===== src/rtl/raster_pkg.sv =====
package raster_pkg;

    // Default geometry, in pixel counts and lines
    localparam int DEF_H_TOTAL   = 384;
    localparam int DEF_H_ACT     = 256;
    localparam int DEF_HS_START  = 288;
    localparam int DEF_HS_END    = 320;
    localparam int DEF_BURST_LEN = 255;
    localparam int DEF_V_TOTAL   = 272;
    localparam int DEF_V_ACT     = 240;
    localparam int DEF_VS_START  = 248;
    localparam int DEF_VS_END    = 252;
    localparam int DEF_HOLD_CYC  = 16;

    typedef enum logic {
        ST_HOLD,
        ST_RUN
    } start_state_t;

    typedef enum logic [1:0] {
        HZ_ACTIVE,
        HZ_FRONT,
        HZ_SYNC,
        HZ_BACK
    } hz_state_t;

    typedef enum logic [1:0] {
        VT_ACTIVE,
        VT_FRONT,
        VT_SYNC,
        VT_BACK
    } vt_state_t;

endpackage


===== src/rtl/rt_startup.sv =====
module rt_startup
    import raster_pkg::*;
#(
    parameter int HOLD_CYC = DEF_HOLD_CYC
) (
    input  logic clk,
    input  logic rst,
    output logic rst_any
);
    localparam int CW = $clog2(HOLD_CYC + 1);
    localparam logic [CW-1:0] HOLD_LAST = CW'(HOLD_CYC - 1);

    start_state_t st, st_nx;
    logic [CW-1:0] hold_cnt;

    // State register and hold counter
    always_ff @(posedge clk) begin
        if (rst) begin
            st       <= ST_HOLD;
            hold_cnt <= '0;
        end else begin
            st <= st_nx;
            if (st == ST_HOLD) begin
                hold_cnt <= hold_cnt + 1'b1;
            end else begin
                hold_cnt <= '0;
            end
        end
    end

    // Transitions
    always_comb begin
        st_nx = st;
        unique case (st)
            ST_HOLD: if (hold_cnt == HOLD_LAST) st_nx = ST_RUN;
            ST_RUN:  st_nx = ST_RUN;
        endcase
    end

    // Outputs
    always_comb begin
        rst_any = rst || (st == ST_HOLD);
    end

    assert_hold_keeps_R7: assert property (@(posedge clk) disable iff (rst)
        (st == ST_HOLD && hold_cnt != HOLD_LAST) |=> (st == ST_HOLD));

    assert_run_sticky_R7: assert property (@(posedge clk) disable iff (rst)
        (st == ST_RUN) |=> (st == ST_RUN));

    assert_hold_bound_R7: assert property (@(posedge clk) disable iff (rst)
        (st == ST_HOLD) |-> (hold_cnt < CW'(HOLD_CYC)));

endmodule


===== src/rtl/rt_phase.sv =====
module rt_phase (
    input  logic clk,
    input  logic rst_any,
    output logic ph
);
    // ph low: first half of a pixel count, ph high: second half.
    // The edge that sees ph high ends the current count.
    always_ff @(posedge clk) begin
        if (rst_any) begin
            ph <= 1'b0;
        end else begin
            ph <= ~ph;
        end
    end

    assert_toggle_R1: assert property (@(posedge clk) disable iff (rst_any)
        !rst_any |=> (ph != $past(ph)));

endmodule


===== src/rtl/rt_hchain.sv =====
module rt_hchain
    import raster_pkg::*;
#(
    parameter int H_TOTAL   = DEF_H_TOTAL,
    parameter int H_ACT     = DEF_H_ACT,
    parameter int HS_START  = DEF_HS_START,
    parameter int HS_END    = DEF_HS_END,
    parameter int BURST_LEN = DEF_BURST_LEN
) (
    input  logic clk,
    input  logic rst_any,
    input  logic ph,
    output logic line_adv,
    output logic hreset,
    output logic hsync,
    output logic hblank,
    output logic motion_clk
);
    localparam int HW = $clog2(H_TOTAL);
    localparam logic [HW-1:0] LAST_CNT  = HW'(H_TOTAL - 1);
    localparam logic [HW-1:0] ACT_LAST  = HW'(H_ACT - 1);
    localparam logic [HW-1:0] FRT_LAST  = HW'(HS_START - 1);
    localparam logic [HW-1:0] SYN_LAST  = HW'(HS_END - 1);
    localparam logic [HW-1:0] SYN_FIRST = HW'(HS_START);
    localparam logic [HW-1:0] SYN_LIM   = HW'(HS_END);
    localparam logic [HW-1:0] BURST_LIM = HW'(BURST_LEN);

    hz_state_t st, st_nx;
    logic [HW-1:0] cnt;
    logic at_end;

    always_comb at_end = (cnt == LAST_CNT);

    // State register and pixel counter, stepping once per pixel
    always_ff @(posedge clk) begin
        if (rst_any) begin
            st  <= HZ_ACTIVE;
            cnt <= '0;
        end else if (ph) begin
            st <= st_nx;
            if (at_end) begin
                cnt <= '0;
            end else begin
                cnt <= cnt + 1'b1;
            end
        end
    end

    // Transitions at the last count of each region
    always_comb begin
        st_nx = st;
        unique case (st)
            HZ_ACTIVE: if (cnt == ACT_LAST) st_nx = HZ_FRONT;
            HZ_FRONT:  if (cnt == FRT_LAST) st_nx = HZ_SYNC;
            HZ_SYNC:   if (cnt == SYN_LAST) st_nx = HZ_BACK;
            HZ_BACK:   if (at_end)          st_nx = HZ_ACTIVE;
        endcase
    end

    // Decoded outputs
    always_comb begin
        hblank   = (st != HZ_ACTIVE);
        hsync    = (st == HZ_SYNC);
        hreset   = (st == HZ_BACK) && at_end;
        line_adv = ph && at_end;
    end

    // Burst: registered so it follows the high half of the pixel clock
    always_ff @(posedge clk) begin
        if (rst_any) begin
            motion_clk <= 1'b0;
        end else begin
            motion_clk <= !ph && (cnt < BURST_LIM);
        end
    end

    assert_count_step_R2: assert property (@(posedge clk) disable iff (rst_any)
        (ph && !at_end) |=> (cnt == $past(cnt) + 1'b1));

    assert_count_wrap_R2: assert property (@(posedge clk) disable iff (rst_any)
        (ph && at_end) |=> (cnt == '0 && st == HZ_ACTIVE));

    assert_sync_window_R4: assert property (@(posedge clk) disable iff (rst_any)
        (st == HZ_SYNC) |-> (cnt >= SYN_FIRST && cnt < SYN_LIM));

    assert_sync_in_blank_R4: assert property (@(posedge clk) disable iff (rst_any)
        hsync |-> hblank);

    assert_burst_active_R3: assert property (@(posedge clk) disable iff (rst_any)
        motion_clk |-> !hblank);

endmodule


===== src/rtl/rt_vchain.sv =====
module rt_vchain
    import raster_pkg::*;
#(
    parameter int V_TOTAL  = DEF_V_TOTAL,
    parameter int V_ACT    = DEF_V_ACT,
    parameter int VS_START = DEF_VS_START,
    parameter int VS_END   = DEF_VS_END
) (
    input  logic clk,
    input  logic rst_any,
    input  logic adv,
    output logic vsync,
    output logic vblank
);
    localparam int VW = $clog2(V_TOTAL);
    localparam logic [VW-1:0] LAST_LN   = VW'(V_TOTAL - 1);
    localparam logic [VW-1:0] ACT_LAST  = VW'(V_ACT - 1);
    localparam logic [VW-1:0] FRT_LAST  = VW'(VS_START - 1);
    localparam logic [VW-1:0] SYN_LAST  = VW'(VS_END - 1);
    localparam logic [VW-1:0] SYN_FIRST = VW'(VS_START);
    localparam logic [VW-1:0] SYN_LIM   = VW'(VS_END);

    vt_state_t st, st_nx;
    logic [VW-1:0] line;
    logic at_end;

    always_comb at_end = (line == LAST_LN);

    // State register and line counter, stepping at each line end
    always_ff @(posedge clk) begin
        if (rst_any) begin
            st   <= VT_ACTIVE;
            line <= '0;
        end else if (adv) begin
            st <= st_nx;
            if (at_end) begin
                line <= '0;
            end else begin
                line <= line + 1'b1;
            end
        end
    end

    // Transitions at the last line of each region
    always_comb begin
        st_nx = st;
        unique case (st)
            VT_ACTIVE: if (line == ACT_LAST) st_nx = VT_FRONT;
            VT_FRONT:  if (line == FRT_LAST) st_nx = VT_SYNC;
            VT_SYNC:   if (line == SYN_LAST) st_nx = VT_BACK;
            VT_BACK:   if (at_end)           st_nx = VT_ACTIVE;
        endcase
    end

    // Decoded outputs
    always_comb begin
        vblank = (st != VT_ACTIVE);
        vsync  = (st == VT_SYNC);
    end

    assert_line_step_R5: assert property (@(posedge clk) disable iff (rst_any)
        (adv && !at_end) |=> (line == $past(line) + 1'b1));

    assert_line_hold_R5: assert property (@(posedge clk) disable iff (rst_any)
        !adv |=> $stable(line));

    assert_frame_bound_R5: assert property (@(posedge clk) disable iff (rst_any)
        line <= LAST_LN);

    assert_vsync_window_R5: assert property (@(posedge clk) disable iff (rst_any)
        (st == VT_SYNC) |-> (line >= SYN_FIRST && line < SYN_LIM));

    assert_vsync_in_vblank_R5: assert property (@(posedge clk) disable iff (rst_any)
        vsync |-> vblank);

endmodule


===== src/rtl/raster_timer.sv =====
module raster_timer
    import raster_pkg::*;
#(
    parameter int H_TOTAL   = DEF_H_TOTAL,
    parameter int H_ACT     = DEF_H_ACT,
    parameter int HS_START  = DEF_HS_START,
    parameter int HS_END    = DEF_HS_END,
    parameter int BURST_LEN = DEF_BURST_LEN,
    parameter int V_TOTAL   = DEF_V_TOTAL,
    parameter int V_ACT     = DEF_V_ACT,
    parameter int VS_START  = DEF_VS_START,
    parameter int VS_END    = DEF_VS_END,
    parameter int HOLD_CYC  = DEF_HOLD_CYC
) (
    input  logic clk_ref,
    input  logic rst,
    output logic pix_clk,
    output logic motion_clk,
    output logic hreset,
    output logic hsync,
    output logic hblank,
    output logic vsync,
    output logic vblank
);
    logic rst_any;
    logic ph;
    logic line_adv;

    rt_startup #(
        .HOLD_CYC (HOLD_CYC)
    ) u_startup (
        .clk     (clk_ref),
        .rst     (rst),
        .rst_any (rst_any)
    );

    rt_phase u_phase (
        .clk     (clk_ref),
        .rst_any (rst_any),
        .ph      (ph)
    );

    rt_hchain #(
        .H_TOTAL   (H_TOTAL),
        .H_ACT     (H_ACT),
        .HS_START  (HS_START),
        .HS_END    (HS_END),
        .BURST_LEN (BURST_LEN)
    ) u_hchain (
        .clk        (clk_ref),
        .rst_any    (rst_any),
        .ph         (ph),
        .line_adv   (line_adv),
        .hreset     (hreset),
        .hsync      (hsync),
        .hblank     (hblank),
        .motion_clk (motion_clk)
    );

    rt_vchain #(
        .V_TOTAL  (V_TOTAL),
        .V_ACT    (V_ACT),
        .VS_START (VS_START),
        .VS_END   (VS_END)
    ) u_vchain (
        .clk     (clk_ref),
        .rst_any (rst_any),
        .adv     (line_adv),
        .vsync   (vsync),
        .vblank  (vblank)
    );

    always_comb pix_clk = ph;

    assert_burst_in_high_R3: assert property (@(posedge clk_ref) disable iff (rst_any)
        motion_clk |-> pix_clk);

    assert_hreset_in_blank_R2: assert property (@(posedge clk_ref) disable iff (rst_any)
        hreset |-> hblank);

    assert_reset_clears_R6: assert property (@(posedge clk_ref)
        rst |=> (!pix_clk && !motion_clk && !hblank && !vblank));

endmodule


===== config.mk =====
export PLATFORM = sky130hd
export DESIGN_NAME = raster_timer
export DESIGN_NICKNAME = d
export VERILOG_FILES = /design/src/rtl/raster_pkg.sv /design/src/rtl/rt_startup.sv /design/src/rtl/rt_phase.sv /design/src/rtl/rt_hchain.sv /design/src/rtl/rt_vchain.sv /design/src/rtl/raster_timer.sv
export SDC_FILE = /design/constraint.sdc
export NUM_CORES = 1
export LEC_CHECK = 0
export BUFFER_PORTS_ARGS = -buffer_cell sky130_fd_sc_hd__buf_2
export CAP_MARGIN = 40
export CELL_PAD_IN_SITES_DETAIL_PLACEMENT = 0
export CELL_PAD_IN_SITES_GLOBAL_PLACEMENT = 1
export CORE_MARGIN = 4
export CORE_UTILIZATION = 49
export DETAILED_ROUTE_END_ITERATION = 8
export PLACE_DENSITY = 0.91
export SLEW_MARGIN = 20
export SYNTH_ARGS = -nofsm -noshare
export SYNTH_HDL_FRONTEND = slang
export SYNTH_SLANG_ARGS = --single-unit

===== constraint.sdc =====
create_clock -name clk_ref -period 2.9 [get_ports clk_ref]
set_input_delay 0.435 -clock clk_ref [delete_from_list [all_inputs] [get_ports clk_ref]]
set_output_delay 0.435 -clock clk_ref [all_outputs]
set_load 0.02 [all_outputs]

# Yosys cells after proc, flatten, opt, wreduce, memory -nomap -nowiden
# Index checks and enable logic that the tools add are counted.
dict set report totals {
  reg_bits 30
  in_bits 2
  out_inout_bits 7
  wordCells 63
}
dict set report classes {
  n_addsub 3
  magnitude_cmp 1
  n_eq_ne 23
  mux 14
  bitwise 2
  n_reduce_logical 12
}
# operator count
set ops {}
lappend ops {{equality test 9 x 8 -> 1 bit, second input constant} 4}
lappend ops {{equality test 9 bit, second input constant} 4}
lappend ops {{adder 9 x 1 -> 9 bit, second input constant} 2}
lappend ops {{two-way mux 9 bit} 2}
lappend ops {{two-way mux 2 bit} 8}
lappend ops {{!= test 2 x 1 -> 1 bit, second input constant} 8}
lappend ops {{one-hot mux 2 bit (4 select lines)} 2}
lappend ops {{AND reduction 5 bit} 2}
lappend ops {{< comparator 9 x 8 -> 1 bit, second input constant} 1}
lappend ops {{equality test 2 bit, second input constant} 4}
lappend ops {{adder 5 x 1 -> 5 bit, second input constant} 1}
lappend ops {{equality test 5 x 4 -> 1 bit, second input constant} 1}
lappend ops {{equality test 2 x 1 -> 1 bit, second input constant} 2}
lappend ops {{logical NOT 2 bit} 2}
lappend ops {{nonzero test 2 bit} 2}
lappend ops {{logical AND 1 bit} 3}
lappend ops {{inverter 1 bit} 2}
lappend ops {{one-hot mux 1 bit (2 select lines)} 1}
lappend ops {{OR reduction 2 bit} 1}
lappend ops {{logical NOT 1 bit} 1}
lappend ops {{logical OR 1 bit} 1}
lappend ops {{two-way mux 1 bit} 1}

# Longest topological paths before layout
dict set report depth {
  depth_word 3
  mapped_depth 9
  ltp_nobuf 9
}

# Cells and area by module
# Synthesis repeated with hierarchy kept, for this count alone.
dict set report unflattened {
  cells_unflattened 169
  hier_area_um2 1544.0
}
# mod n_inst cells_per_inst area_per_inst_um2 seq_area_each_um2
set modules_own_cells {}
lappend modules_own_cells {rt_hchain 1 72 654.4 240.2}
lappend modules_own_cells {rt_vchain 1 71 606.8 220.2}
lappend modules_own_cells {rt_startup 1 24 259.0 120.1}
lappend modules_own_cells {rt_phase 1 2 23.8 20.0}

# Worst setup path before layout
# Ideal clock, no wire load.
dict set report synth_path {
  path_type {register to register}
  startpoint {register u_hchain.cnt[4]}
  endpoint {register u_hchain.st[0]}
  setup_time_ns 0.133
  arrival_ns 1.696
  required_ns 2.767
  path_slack_ns 1.072
  path_stages_with_launch 10
  path_buffers 0
  period_less_slack_ns 1.828
  path_cell_list {dfxtp_1 -> and3_1 -> and4_1 -> and2_1 -> ha_1 -> inv_1 -> a221oi_1 -> o221ai_1 -> nor3_1 -> a211oi_1}
}
dict set report synth_between {
  elab_chain_cells 3
  word_cells_on_any_way 9
  classes_between {8 x eq/ne; 1 x reduce/logical}
}
# item line
set synth_rtl {}
lappend synth_rtl {{from (decl)} rt_hchain.sv:29} ;# logic [HW-1:0] cnt;
lappend synth_rtl {{from (signal assigned)} rt_hchain.sv:44} ;# cnt <= cnt + 1'b1;
lappend synth_rtl {{equality test 9 bit (tied with other cells)} rt_hchain.sv:32} ;# always_comb at_end = (cnt == LAST_CNT);
lappend synth_rtl {{!= test 2 x 1 -> 1 bit (no line)} -}
lappend synth_rtl {{AND reduction 5 bit (no line) *} -}
lappend synth_rtl {{to (signal assigned)} rt_hchain.sv:40} ;# st <= st_nx;
lappend synth_rtl {{to (decl)} rt_hchain.sv:28} ;# hz_state_t st, st_nx;
# Every way passes the cells marked *; elsewhere a longest branch is shown, timed or not.
# A chain may end at the register's enable or synchronous reset.

# Final worst setup path
dict set report layout_path {
  startpoint {register u_hchain.cnt[0]}
  endpoint {output port hreset}
}
dict set report layout_between {
  elab_chain_cells 2
}
# item line
set layout_rtl {}
lappend layout_rtl {{equality test 9 bit} rt_hchain.sv:32}
lappend layout_rtl {{logical AND 1 bit} rt_hchain.sv:64} ;# hreset = (st == HZ_BACK) && at_end;
lappend layout_rtl {{to (decl)} raster_timer.sv:19} ;# output logic hreset,
# Every way passes these cells.

==> summary.txt <==
GRT
  – Total track usage: 0.161
  – First-pass GRT wire length: 5320 um
  – GRT busiest layer: met2
  – Grt met3 use: 0.0520
  – Met2 Use GR: 0.262
  – M1 GR Usage: 0.197
  – Number of global-route vias before repair: 1237
  – Initial antenna violation count: 0
  – Grt ovf: 0
  – Largest net degree at the start of global routing: 15

Drt
  – DR WL/cell: 13.0 um
  – Iter 0 DRT Violations: 61
  – Routed wire length: 3060 um
  – Pre-Repair DR Iteration Count: 4
  – Via/cell ratio: 5.57
  – Vias: 1314
  – # DRC: 0
  – Post-route ant nets: 0

Timing
  – Tcrit/Tclk final: 0.693
  – Final Hold Slack: 0.367 ns
  – Unrepaired setup endpoints after global routing: false
  – Final Setup Violations: 0
  – Slew margin rel.: 0.627
  – Final-report max-slew violation count: 0
  – Clk_skew: 0.0119 ns
  – Min Tclk post-route: 2.01 ns
  – Fmax: 498 MHz
  – Total negative slack: 0 ns
  – Worst Tran Pin Value: 0.560 ns
  – Final hold viol count: 0

Synthesis
  – Largest cells by area after synthesis: dfxtp_1 38%, ha_1 10%, nor2_1 5.0%, xor2_1 3.9%, nor3_1 3.5%
  – Post-synth top area cell: dfxtp_1
  – Syn Std Cell Area: 1590 um2
  – Yosys reg bits: 30
  – Post-synth EDFFs: 0
  – Sequential fraction of the synthesis area: 0.379
  – Top-area cell type share of the netlist area: 0.379
  – Synthesized instance count: 182
  – Syn_area_per_cell: 8.71 um2
  – Distinct cells, synth: 45
  – Synth async-reset ratio: 0
  – Main flop type after synthesis: dfxtp_1
  – Syn_nets: 197
  – Synthesis Warnings: 0

Die
  – Die Span X: 64.9 um
  – Die footprint: 4210 um2
  – Initial Util: 0.515
  – CORE AREA: 3080 um2
  – Cell Rows: 20
  – IO Pins: 9
  – Die Ht: 64.9 um

Placed design
  – IO Port Bufs: 8
  – Post-detail-place hpwl: 2270 um
  – Placed Instances: 228
  – Gpl congestion: 0.822

Worst setup path
  – R2R Path Start: u_hchain.cnt[4]
  – Worst path max stage delay: 0.40 ns
  – Crit path cell chain: ha_1, and4b_1, and3_1, buf_2
  – CP max stage cell: dfxtp_1
  – Crit Path Max Fanout: 5
  – CP required: 2.47 ns
  – Crit path launch type: flip-flop
  – Buf/Inv on CP: 1
  – Reg2reg setup slack: 0.91 ns
  – Top delay family on crit path: simple AND/OR/NAND/NOR gates
  – CP Capture Type: primary output
  – Worst setup path startpoint: u_hchain.cnt[0]
  – Kind of critical path: reg2out
  – Data arrival, critical path: 1.57 ns

Clocking
  – Number of hold buffers added after cts: 0
  – TritonCTS clock tree: built
  – Clk_lat worst skew: 0.33 ns
  – Root buf cell: clkbuf_4
  – Clk slew on worst S/H paths: 0.09 ns
  – Cts bufs inserted: 5
  – CTS sink count: 30
  – CTS HTree Levels: 2
  – Setup Buffers After CTS: 0
  – # resized after CTS: 0
  – CTS max path bufs: 2

Pwr
  – Peak supply drop: 0.000240 V
  – P_leak: 0.000649 uW
  – Total power: 734 uW
  – Power per cell area: 424 nW/um2

Final layout
  – Layout area overhead: 9.08%
  – Diode count: 0
  – Fillcell total: 296
  – Ratio of cells with drive above 1 in the final layout: 0.115
  – Post-Layout Cell Count: 236
  – Fin nets: 206

Outcome
  – Status: finished, final reports clean

Hold path
  – Hold path startpoint: rst
  – Hold/Removal Path Class: in2reg

Run
  – Maxcap violations: 0
## area by class of cell
class | instances | area, um2 | share of cell area
repair buffers | 8 | 40.0 | 0.0232
flip-flops and latches | 30 | 601 | 0.347
multi-input cells | 134 | 910 | 0.526
inverters | 12 | 45.0 | 0.0260
well taps | 44 | 55.1 | 0.0318
clock buffers | 8 | 78.8 | 0.0456
## state kept, by name, indices dropped and copies added, names as in the netlist
register	cells
u_hchain.cnt	9
u_vchain.line	9
u_startup.hold_cnt	5
u_hchain.st	2
u_vchain.st	2
u_hchain.motion_clk	1
u_phase.ph	1
u_startup.st	1
## Yosys cell counts (all sizes together), types with 2 or more instances
master,number
dfxtp,30
o21ai,6
nor2,21
and4,2
xnor2,4
clkbuf,2
inv,12
o211a,2
ha,13
nand2b,2
or3b,2
nand2,11
o211ai,2
xor2,7
nand4,4
and2,2
nor3,12
nand4b,2
nand3,9
buf,4
and3,6
a21oi,8
## worst register-to-register path, stage by stage (launching register included)
cell	delay [ns]
dfxtp_1	0.42
and3_1	0.20
and4_1	0.21
and2_1	0.13
ha_1	0.13
inv_1	0.04
a221oi_1	0.26
o221ai_1	0.21
nor3_1	0.18
a211oi_1	0.07
## per-stage QoR
step / cell area (um2) / util / setup slack, ns
after global routing: 1730 / 0.562 / 0.783
after detailed placement: 1650 / 0.536 / 0.904
after floorplan: 1590 / - / 1.07
after CTS: 1730 / 0.562 / 0.871
final: 1730 / 0.562 / 0.890
after global placement: 1650 / 0.536 / 0.971
## logic make-up (layout without fill, tap and decap cells)
group,after synthesis,in the layout,synth area share
adders and majority gates,13,13,0.103
AOI/OAI and AO/OA,32,32,0.142
xor gates and xnor gates,11,11,0.0608
and+or+nand+nor,78,78,0.268
buffers and inverters,18,28,0.0474
DFF,30,30,0.379
## layout by cell type (no fill, tap or decap), drive strengths merged, types with 2 or more instances in the layout
cell type,Yosys,layout
a21oi,8,8
and2,2,2
and3,6,6
and4,2,2
buf,4,8
clkbuf,2,8
dfxtp,30,30
ha,13,13
inv,12,12
nand2,11,11
nand2b,2,2
nand3,9,9
nand4,4,4
nand4b,2,2
nor2,21,21
nor3,12,12
o211a,2,2
o211ai,2,2
o21ai,6,6
or3b,2,2
xnor2,4,4
xor2,7,7
## layer usage
layer,part of all wire,up-vias
li1,-,666
met1,0.46,615
met2,0.48,31
met3,0.050,2
met4,0.0062,0
met5,0,-
## final timing paths
path | end | depth (start not counted)
setup / recovery | hreset | 4
setup reg to reg | u_hchain.st[0] | 9
hold reg to reg | u_startup.hold_cnt[0] | 1
hold / removal | u_startup.st | 2
## where the power goes
part           switching (uW)  internal [uW]
Combinational            3.46           4.23
Clock                     143            166
Sequential               2.36            415
Note: power is estimated with default switching activity, not from simulation.
